==> config.mk <==
export PLATFORM = sky130hd
export DESIGN_NAME = rtc_bcd_core
export DESIGN_NICKNAME = d
export VERILOG_FILES = /design/src/rtl/rtc_pkg.sv /design/src/rtl/rtc_advance.sv /design/src/rtl/rtc_shadow.sv /design/src/rtl/rtc_bcd_core.sv
export SDC_FILE = /design/constraint.sdc
export NUM_CORES = 1
export LEC_CHECK = 0
export BUFFER_PORTS_ARGS = -buffer_cell sky130_fd_sc_hd__buf_4
export CAP_MARGIN = 10
export CORE_MARGIN = 2
export CORE_UTILIZATION = 55
export CTS_CLUSTER_DIAMETER = 200
export DETAILED_ROUTE_END_ITERATION = 10
export GPL_TIMING_DRIVEN = 0
export PLACE_DENSITY_LB_ADDON = 0.1
export SLEW_MARGIN = 40
export SYNTH_ARGS = -nofsm -noshare
export SYNTH_HDL_FRONTEND = slang
export SYNTH_SLANG_ARGS = --single-unit
==> constraint.sdc <==
create_clock -name clk -period 2.35 [get_ports clk]
set_input_delay 0.3525 -clock clk [delete_from_list [all_inputs] [get_ports clk]]
set_output_delay 0.3525 -clock clk [all_outputs]
set_load 0.005 [all_outputs]
==> src/rtl/rtc_pkg.sv <==
package rtc_pkg;

    localparam int RTC_AW     = 3;
    localparam int RTC_DW     = 8;
    localparam int TE_BIT     = 0;

    localparam logic [RTC_AW-1:0] A_SECS  = 3'd0;
    localparam logic [RTC_AW-1:0] A_MINS  = 3'd1;
    localparam logic [RTC_AW-1:0] A_HOURS = 3'd2;
    localparam logic [RTC_AW-1:0] A_WDAY  = 3'd3;
    localparam logic [RTC_AW-1:0] A_MDAY  = 3'd4;
    localparam logic [RTC_AW-1:0] A_MONTH = 3'd5;
    localparam logic [RTC_AW-1:0] A_YEAR  = 3'd6;
    localparam logic [RTC_AW-1:0] A_CTRL  = 3'd7;

    typedef struct packed {
        logic [RTC_DW-1:0] year;
        logic [RTC_DW-1:0] month;
        logic [RTC_DW-1:0] mday;
        logic [RTC_DW-1:0] wday;
        logic [RTC_DW-1:0] hours;
        logic [RTC_DW-1:0] mins;
        logic [RTC_DW-1:0] secs;
    } rtc_time_t;

    localparam rtc_time_t RTC_RESET_TIME =
        {8'h00, 8'h01, 8'h01, 8'h01, 8'h00, 8'h00, 8'h00};

    function automatic logic [7:0] bcd_inc(input logic [7:0] b);
        if (b[3:0] == 4'd9) return {b[7:4] + 4'd1, 4'd0};
        return {b[7:4], b[3:0] + 4'd1};
    endfunction

    function automatic logic bcd_leap(input logic [7:0] y);
        logic [7:0] v;
        v = {4'd0, y[7:4]} * 8'd10 + {4'd0, y[3:0]};
        return v[1:0] == 2'b00;
    endfunction

    function automatic logic [7:0] bcd_month_last(input logic [7:0] m,
                                                  input logic [7:0] y);
        case (m)
            8'h02:                      return bcd_leap(y) ? 8'h29 : 8'h28;
            8'h04, 8'h06, 8'h09, 8'h11: return 8'h30;
            default:                    return 8'h31;
        endcase
    endfunction

    function automatic logic [7:0] get_field(input rtc_time_t t,
                                             input logic [RTC_AW-1:0] a);
        case (a)
            A_SECS:  return t.secs;
            A_MINS:  return t.mins;
            A_HOURS: return t.hours;
            A_WDAY:  return t.wday;
            A_MDAY:  return t.mday;
            A_MONTH: return t.month;
            A_YEAR:  return t.year;
            default: return 8'h00;
        endcase
    endfunction

    function automatic rtc_time_t set_field(input rtc_time_t t,
                                            input logic [RTC_AW-1:0] a,
                                            input logic [7:0] d);
        rtc_time_t r;
        r = t;
        case (a)
            A_SECS:  r.secs  = d;
            A_MINS:  r.mins  = d;
            A_HOURS: r.hours = d;
            A_WDAY:  r.wday  = d;
            A_MDAY:  r.mday  = d;
            A_MONTH: r.month = d;
            A_YEAR:  r.year  = d;
            default: r = t;
        endcase
        return r;
    endfunction

endpackage

==> src/rtl/rtc_advance.sv <==
module rtc_advance
    import rtc_pkg::*;
#(
    parameter logic [7:0] WDAY_FIRST = 8'h01,
    parameter logic [7:0] WDAY_LAST  = 8'h07
) (
    input  rtc_time_t cur,
    input  logic      step,
    output rtc_time_t nxt
);
    logic c_min, c_hour, c_day, c_mon, c_year;
    logic [7:0] last_day;

    always_comb begin
        last_day = bcd_month_last(cur.month, cur.year);
        c_min    = step   && (cur.secs  == 8'h59);
        c_hour   = c_min  && (cur.mins  == 8'h59);
        c_day    = c_hour && (cur.hours == 8'h23);
        c_mon    = c_day  && (cur.mday  == last_day);
        c_year   = c_mon  && (cur.month == 8'h12);

        nxt = cur;
        if (step)
            nxt.secs  = c_min  ? 8'h00 : bcd_inc(cur.secs);
        if (c_min)
            nxt.mins  = c_hour ? 8'h00 : bcd_inc(cur.mins);
        if (c_hour)
            nxt.hours = c_day  ? 8'h00 : bcd_inc(cur.hours);
        if (c_day) begin
            nxt.wday  = (cur.wday == WDAY_LAST) ? WDAY_FIRST : bcd_inc(cur.wday);
            nxt.mday  = c_mon  ? 8'h01 : bcd_inc(cur.mday);
        end
        if (c_mon)
            nxt.month = c_year ? 8'h01 : bcd_inc(cur.month);
        if (c_year)
            nxt.year  = (cur.year == 8'h99) ? 8'h00 : bcd_inc(cur.year);
    end
endmodule

==> src/rtl/rtc_shadow.sv <==
module rtc_shadow
    import rtc_pkg::*;
(
    input  logic              clk,
    input  logic              rst,
    input  logic              te,
    input  logic              tick,
    input  logic              wr_hit,
    input  logic [RTC_AW-1:0] wr_addr,
    input  logic [RTC_DW-1:0] wr_data,
    input  rtc_time_t         live_d,
    output rtc_time_t         user
);
    always_ff @(posedge clk) begin
        if (rst)
            user <= RTC_RESET_TIME;
        else if (te && tick)
            user <= live_d;
        else if (wr_hit)
            user <= set_field(user, wr_addr, wr_data);
    end

    AST_HOLD_FROZEN: assert property (@(posedge clk) disable iff (rst)
        (!te && !wr_hit) |=> $stable(user));
endmodule

==> src/rtl/rtc_bcd_core.sv <==
module rtc_bcd_core
    import rtc_pkg::*;
(
    input  logic              clk,
    input  logic              rst,
    input  logic              tick,
    input  logic              wr_en,
    input  logic [RTC_AW-1:0] addr,
    input  logic [RTC_DW-1:0] wr_data,
    output logic [RTC_DW-1:0] rd_data
);
    rtc_time_t live_q, stepped, live_d, user;
    logic      te_q;
    logic      field_wr;

    assign field_wr = wr_en && (addr != A_CTRL);

    rtc_advance u_adv (
        .cur  (live_q),
        .step (tick),
        .nxt  (stepped)
    );

    always_comb begin
        live_d = field_wr ? set_field(stepped, addr, wr_data) : stepped;
    end

    always_ff @(posedge clk) begin
        if (rst) begin
            live_q <= RTC_RESET_TIME;
            te_q   <= 1'b1;
        end else begin
            live_q <= live_d;
            if (wr_en && addr == A_CTRL)
                te_q <= wr_data[TE_BIT];
        end
    end

    rtc_shadow u_shadow (
        .clk     (clk),
        .rst     (rst),
        .te      (te_q),
        .tick    (tick),
        .wr_hit  (field_wr),
        .wr_addr (addr),
        .wr_data (wr_data),
        .live_d  (live_d),
        .user    (user)
    );

    always_comb begin
        if (addr == A_CTRL) begin
            rd_data = '0;
            rd_data[TE_BIT] = te_q;
        end else begin
            rd_data = get_field(user, addr);
        end
    end

    AST_SEC_WRAP: assert property (@(posedge clk) disable iff (rst)
        (tick && !wr_en && live_q.secs == 8'h59) |=> (live_q.secs == 8'h00));

    AST_MIDNIGHT: assert property (@(posedge clk) disable iff (rst)
        (tick && !wr_en && live_q.secs == 8'h59 && live_q.mins == 8'h59
         && live_q.hours == 8'h23) |=> (live_q.hours == 8'h00));

    AST_WDAY_WRAP: assert property (@(posedge clk) disable iff (rst)
        (tick && !wr_en && live_q.secs == 8'h59 && live_q.mins == 8'h59
         && live_q.hours == 8'h23 && live_q.wday == 8'h07) |=> (live_q.wday == 8'h01));

    AST_CATCH_UP: assert property (@(posedge clk) disable iff (rst)
        (tick && te_q && !wr_en) |=> (user == live_q));

    AST_WRITE_SHOWS: assert property (@(posedge clk) disable iff (rst)
        field_wr |=> (get_field(user, $past(addr)) == $past(wr_data)));
endmodule

---- Word level (Yosys, flattened, before mapping) ----
Cells that the tools add are included.
storage, ports and cells
  bits in latches ......................... 0
  bits in writable memories ............... 0
  input port bits ......................... 15
  register bits ........................... 113
  memory bits (read-only) ................. 0
  logic and storage cells ................. 146
  memories kept ........................... 0
cells by class
  equal/unequal tests ..................... 27
  add/subtract/negate cells ............... 15
  multiply operators ...................... 1
  bitwise operators ....................... 0
  muxes and demuxes ....................... 62
  divide/modulo/power cells ............... 0
  magnitude comparators ................... 0
  reductions and logical operators ........ 26
  shift operators ......................... 0
operator list
  cell                                                  number
  two-way mux 8 bit                                     41
  two-way mux 56 bit                                    3
  adder 4 x 1 -> 4 bit (second input constant)          14
  one-hot mux 8 bit (7 select lines)                    1
  equality test 4 bit (second input constant)           7
  equality test 8 x 3 -> 1 bit (second input constant)  3
  equality test 8 x 5 -> 1 bit (second input constant)  2
  equality test 8 x 7 -> 1 bit (second input constant)  2
  two-way mux 16 bit                                    1
  one-hot mux 8 bit (2 select lines)                    1
  nonzero test 2 bit                                    8
  two-way mux 1 bit                                     15
  AND reduction 2 bit                                   7
  equality test 3 bit (second input constant)           4
  equality test 8 x 2 -> 1 bit (second input constant)  1
  equality test 8 x 4 -> 1 bit (second input constant)  1
  equality test 8 x 6 -> 1 bit (second input constant)  1
  equality test 8 bit                                   1
  equality test 8 bit (second input constant)           1
  logical AND 1 bit                                     8
  equality test 3 x 2 -> 1 bit (second input constant)  2
  multiplier 4 x 3 -> 1 bit (second input constant)     1
  OR reduction 4 bit                                    1
  equality test 3 x 1 -> 1 bit (second input constant)  1
  other kinds (4)                                       4

---- Longest topological paths before layout ----
  word-level depth ........................ 15
  gate-level depth with buffers ........... 12
  depth with buffers taken out ............ 9

---- Modules after synthesis ----
A second synthesis with hierarchy kept.
second synthesis, totals
  cell total of the unflattened synthesis .. 844
  area, all modules ....................... 7593.5 um^2
by module, submodules not included
  module        area an instance (um^2)  cells each  times used
  rtc_bcd_core  2849.0                   259         1
  rtc_shadow    2608.8                   274         1
  rtc_advance   2135.8                   311         1

---- Least setup slack after synthesis ----
No wires, ideal clock.
  path kind ............................... register to register
  start point ............................. reg live_q[44] in the netlist's numbering
  end point ............................... reg, netlist name u_shadow.user[55]
  cell stages (with the launch flop) ...... 11
  buffers on the path ..................... 1
  arrival ................................. 2.386 ns
  setup time .............................. 0.115 ns
  setup slack ............................. -0.151 ns
  cell sequence ........................... dfxtp_1 -> inv_1 -> ha_1 -> nor3b_2 -> a311oi_1 -> o21ai_1 -> or4_1 -> buf_2 -> o31ai_1 -> o311ai_1 -> o21a_1
on the way
  word-level cells in the longest chain between the ends .. 10
  elaborated cells on any way between the ends .. 15
RTL lines
  element                                               RTL line            source
  from (decl)                                           rtc_bcd_core.sv:12  rtc_time_t live_q, stepped, live_d, user;
  from (signal assigned)                                rtc_bcd_core.sv:33  live_q <= live_d;
  equality test 8 x 3 -> 1 bit (tied with other cells)  rtc_pkg.sv:42       case (m)
  OR reduction 4 bit                                    rtc_pkg.sv:42
  one-hot mux 8 bit (2 select lines)                    rtc_pkg.sv:42
  equality test 8 bit                                   rtc_advance.sv:19   c_mon = c_day && (cur.mday == last_day);
  logical AND 1 bit                                     rtc_advance.sv:19
  logical AND 1 bit (*)                                 rtc_advance.sv:20   c_year = c_mon && (cur.month == 8'h12);
  two-way mux 8 bit (*)                                 rtc_advance.sv:35   if (c_year)
  two-way mux 8 bit                                     rtc_pkg.sv:68       case (a)
  two-way mux 56 bit (*)                                rtc_bcd_core.sv:25  live_d = field_wr ? set_field(stepped, addr, wr_data) : stepped;
  two-way mux 56 bit (*)                                rtc_shadow.sv:17    else if (te && tick)
Mark *: on every way between the ends. The rest lies on a longest branch, timed or not.
A chain may end at the register's enable or synchronous reset.

---- Final worst setup path ----
  start point ............................. reg live_q[44] in the netlist's numbering
  end point ............................... reg, netlist name u_shadow.user[54]
on the way
  word-level cells in the longest chain between the ends .. 10
  elaborated cells on any way between the ends .. 15
RTL lines
  element                                               RTL line
  equality test 8 x 3 -> 1 bit (tied with other cells)  rtc_pkg.sv:42
  OR reduction 4 bit                                    rtc_pkg.sv:42
  one-hot mux 8 bit (2 select lines)                    rtc_pkg.sv:42
  equality test 8 bit                                   rtc_advance.sv:19
  logical AND 1 bit                                     rtc_advance.sv:19
  logical AND 1 bit (*)                                 rtc_advance.sv:20
  two-way mux 8 bit (*)                                 rtc_advance.sv:35
  two-way mux 8 bit                                     rtc_pkg.sv:68
  two-way mux 56 bit (*)                                rtc_bcd_core.sv:25
  two-way mux 56 bit (*)                                rtc_shadow.sv:17
Marked as above.

==> impl_metrics.yaml <==
setup_path:
  slowest_stage: "or4_4"
  startpoint_type: "flip-flop"
  crit_fanout: 6
  crit_type: "reg2reg"
  crit_buf_inv: 3
  worstPathRequired_ns: 2.68
  worst_r2r_path_depth: 11
  cp.depth: 11
  crit_family: "simple AND/OR/NAND/NOR gates"
  cp-startpoint: "live_q[44]"
  cp_slowest_stage_delay_ns: 0.61
  cp.arrival_ns: 2.98
  worstReg2RegStart: "live_q[44]"
  path_cells: "inv_4 > ha_4 > nor3b_4 > buf_4 > a311oi_4 > o21ai_4 > or4_4 > buf_6 > nor4_4 > nor3_1 > o32ai_1"
  worstSetupEndpointType: "flip-flop"
timing:
  fin_crit_ns: 2.655
  setup_viol: 37
  slew_violations: 0
  slew_headroom_pct: 39.08
  worst_slew_pin_slew_ns: 0.9138
  finClkSkew_ns: 0.005920
  hold_ws_ns: 0.2380
  fmax_mhz: 376.7
  hold_violations: 0
  timing.final.ws_setup_ns: -0.3048
  rsz0062_at_grt: "true"
  period_share_pct: 113.0
die:
  placeableCoreArea_um2: 11520
  std_cell_rows: 39
  die_width_um: 113.2
  die_y_um: 113.2
  start_util_pct: 56.93
  pin_count: 23
  dieArea_um2: 12810
placed_design:
  place_congestion: 0.9944
  place_ws_ns: -0.9935
  io_buffer_count: 16
  dpl.hpwl_mm: 16.42
  place_area_um2: 6930
cells_and_area:
  stdcell_area_um2: 8572
  layout-drive-gt1-share_pct: 26.04
  antenna_cells: 0
  syn_to_final_growth_pct: 30.74
  nets: 942
  final_cell_mix: "nor2_1, dfxtp_1, nand2_1"
  layout_commonest_cell: "nor2_1"
min_path:
  hold_path.class: "in2reg"
  min_path_cells: 3
  min_from: "rst"
synth:
  synth.net_count: 869
  syn-cell-area_um2: 6556
  async_reset_ff_share_pct: 0
  synthAdderAreaFrac_pct: 4.962
  ys_dominant_reg_cell: "dfxtp_1"
  yosys_register_bits: 113
  syn-instance-count: 828
  synth_mux_area_share_pct: 5.210
  synth_top_family_by_area: "simple AND/OR/NAND/NOR gates"
  yosysUniqueCellTypes: 76
  avgSynthCellArea_um2: 7.918
  synth-compound-area-share_pct: 22.08
  ys_warn_count: 0
  yosys.area_share.simple_pct: 26.03
  synth-xor-area-share_pct: 2.405
  ys_seq_area_share_pct: 34.50
  synth-edff-count: 0
power:
  leakagePower_uw: 0.003195
  p_clk_share_pct: 50.6
  peakVddDrop_mv: 0.7728
  power_switching_uw: 1434
  pwr-share-comb_pct: 11.5
  p_sw_share_pct: 26.21
  power_density_nw_per_um2: 638.4
  seq_power_share_pct: 37.9
  internal_power_uw: 4038
clock_tree:
  clock-sinks: 113
  cts_inserted_buffers: 17
  hold_buffers: 0
  path_clk_slew_ns: 0.05
  htree_levels: 4
  root_buffer: "clkbuf_16"
  cts_tree: "yes"
  cts_max_path_buffers: 2
  clock_latency_ns: 0.44
global_route:
  grt_antenna_before_repair: 1
  grt_pass1_wl_mm: 37.06
  grt_pass1_vias: 6654
  grt_remaining_overflow: 0
  grt_max_degree: 17
  grt_usage_pct: 38.28
route:
  first_iter_violations: 983
  detail-route-antenna-nets: 0
  drc: 2
  viasPerCell: 6.722
  vias: 7105
  detail_route.wl_per_cell_um: 24.21
  drt-total-wl_mm: 25.59
  drtPass1Iterations: 10
run_status:
  violations: "DRC, setup timing"
  status: "finished, violations left"
run:
  drv_cap: 0
logic make-up after synthesis:
| kind of cell | Yosys count |
|---|---|
| AOI/OAI and AO/OA | 221 |
| xor gates and xnor gates | 18 |
| adders and majority gates | 26 |
| buffers and inverters | 81 |
| DFF | 113 |
| muxes | 27 |
| and+or+nand+nor | 342 |
flip-flops by register name, summed over array words and instances (netlist names):
register       cells
live_q            56
te_q               1
u_shadow.user     56
routing by layer:
metal  up-vias  GRT usage, %  wire length [um]  part of all wire, %
li1       3147             -                 -                    -
met1      3381         49.58             10190                   40
met2       474         59.60             11610                   45
met3       103         8.677              2536                  9.9
met4         0         20.41              1252                  4.9
met5         -             0                 0                    0
per-stage QoR:
stage	std cells	util, %	power (uW)	TNS, ns
2_1_floorplan	828	-	2427	-0.1167
3_3_place_gp	987	60.14	2616	-39.97
3_5_place_dp	987	60.18	2632	-42.32
4_1_cts	1045	70.05	5387	-3.567
5_1_grt	1057	74.44	5600	-8.938
6_report	1057	74.44	5473	-5.624
power groups by stage:
stage	clock (uW)	sequential, uW	combinational, uW
2_1_floorplan	0	2070	354
3_3_place_gp	0	2100	515
3_5_place_dp	0	2100	529
4_1_cts	2760	2060	564
5_1_grt	2860	2080	668
6_report	2770	2070	629
Yosys cell counts (8+ instances only):
cell	number	share of area, %
buf_2	8	0.61
o21a_1	8	0.92
a211oi_1	27	3.1
or3_1	10	0.95
a22o_1	10	1.3
xor2_1	10	1.3
ha_1	26	5.0
a21oi_1	69	5.3
nor3_1	29	2.2
mux2i_1	15	2.3
nor2b_1	9	0.86
dfxtp_1	113	35
a31oi_1	14	1.3
nor2_1	121	6.9
xnor2_1	8	1.1
nand3_1	18	1.4
inv_1	22	1.3
nand2_1	79	4.5
o21ai_0	33	2.5
clkbuf_1	46	2.6
nand4_1	13	1.2
worst register-to-register path, stage by stage (launching register included):
cell      delay, ns
dfxtp_4        0.36
inv_4          0.04
ha_4           0.14
nor3b_4        0.16
buf_4          0.15
a311oi_4       0.28
o21ai_4        0.14
or4_4          0.61
buf_6          0.16
nor4_4         0.15
nor3_1         0.08
o32ai_1        0.28
cell type report:
cell class                 instances  area (um2)
buffer                            53       246.5
clock buffer                      22       464.2
clock inverter                    10       157.7
fill                             841        2944
inverter                          23       88.84
multi-input combinational        634        4661
sequential                       113        2290
tap                              143       178.9
timing repair buffer              59       485.5
worst paths after layout:
kind / endpoint / slack (ns)
worst max-delay path: u_shadow.user[54] / -0.30
worst min-delay path: u_shadow.user[45] / 0.24
worst max register to register: u_shadow.user[54] / -0.30
worst min register to register: u_shadow.user[5] / 0.50
repair_timing:
action / CTS / global route
pin swaps: 33 / 34
setup endpoints to repair: 82 / 73
resized for setup: 74 / 98
buffers inserted: 28 / 16
Note: power is estimated with default switching activity, not from simulation.
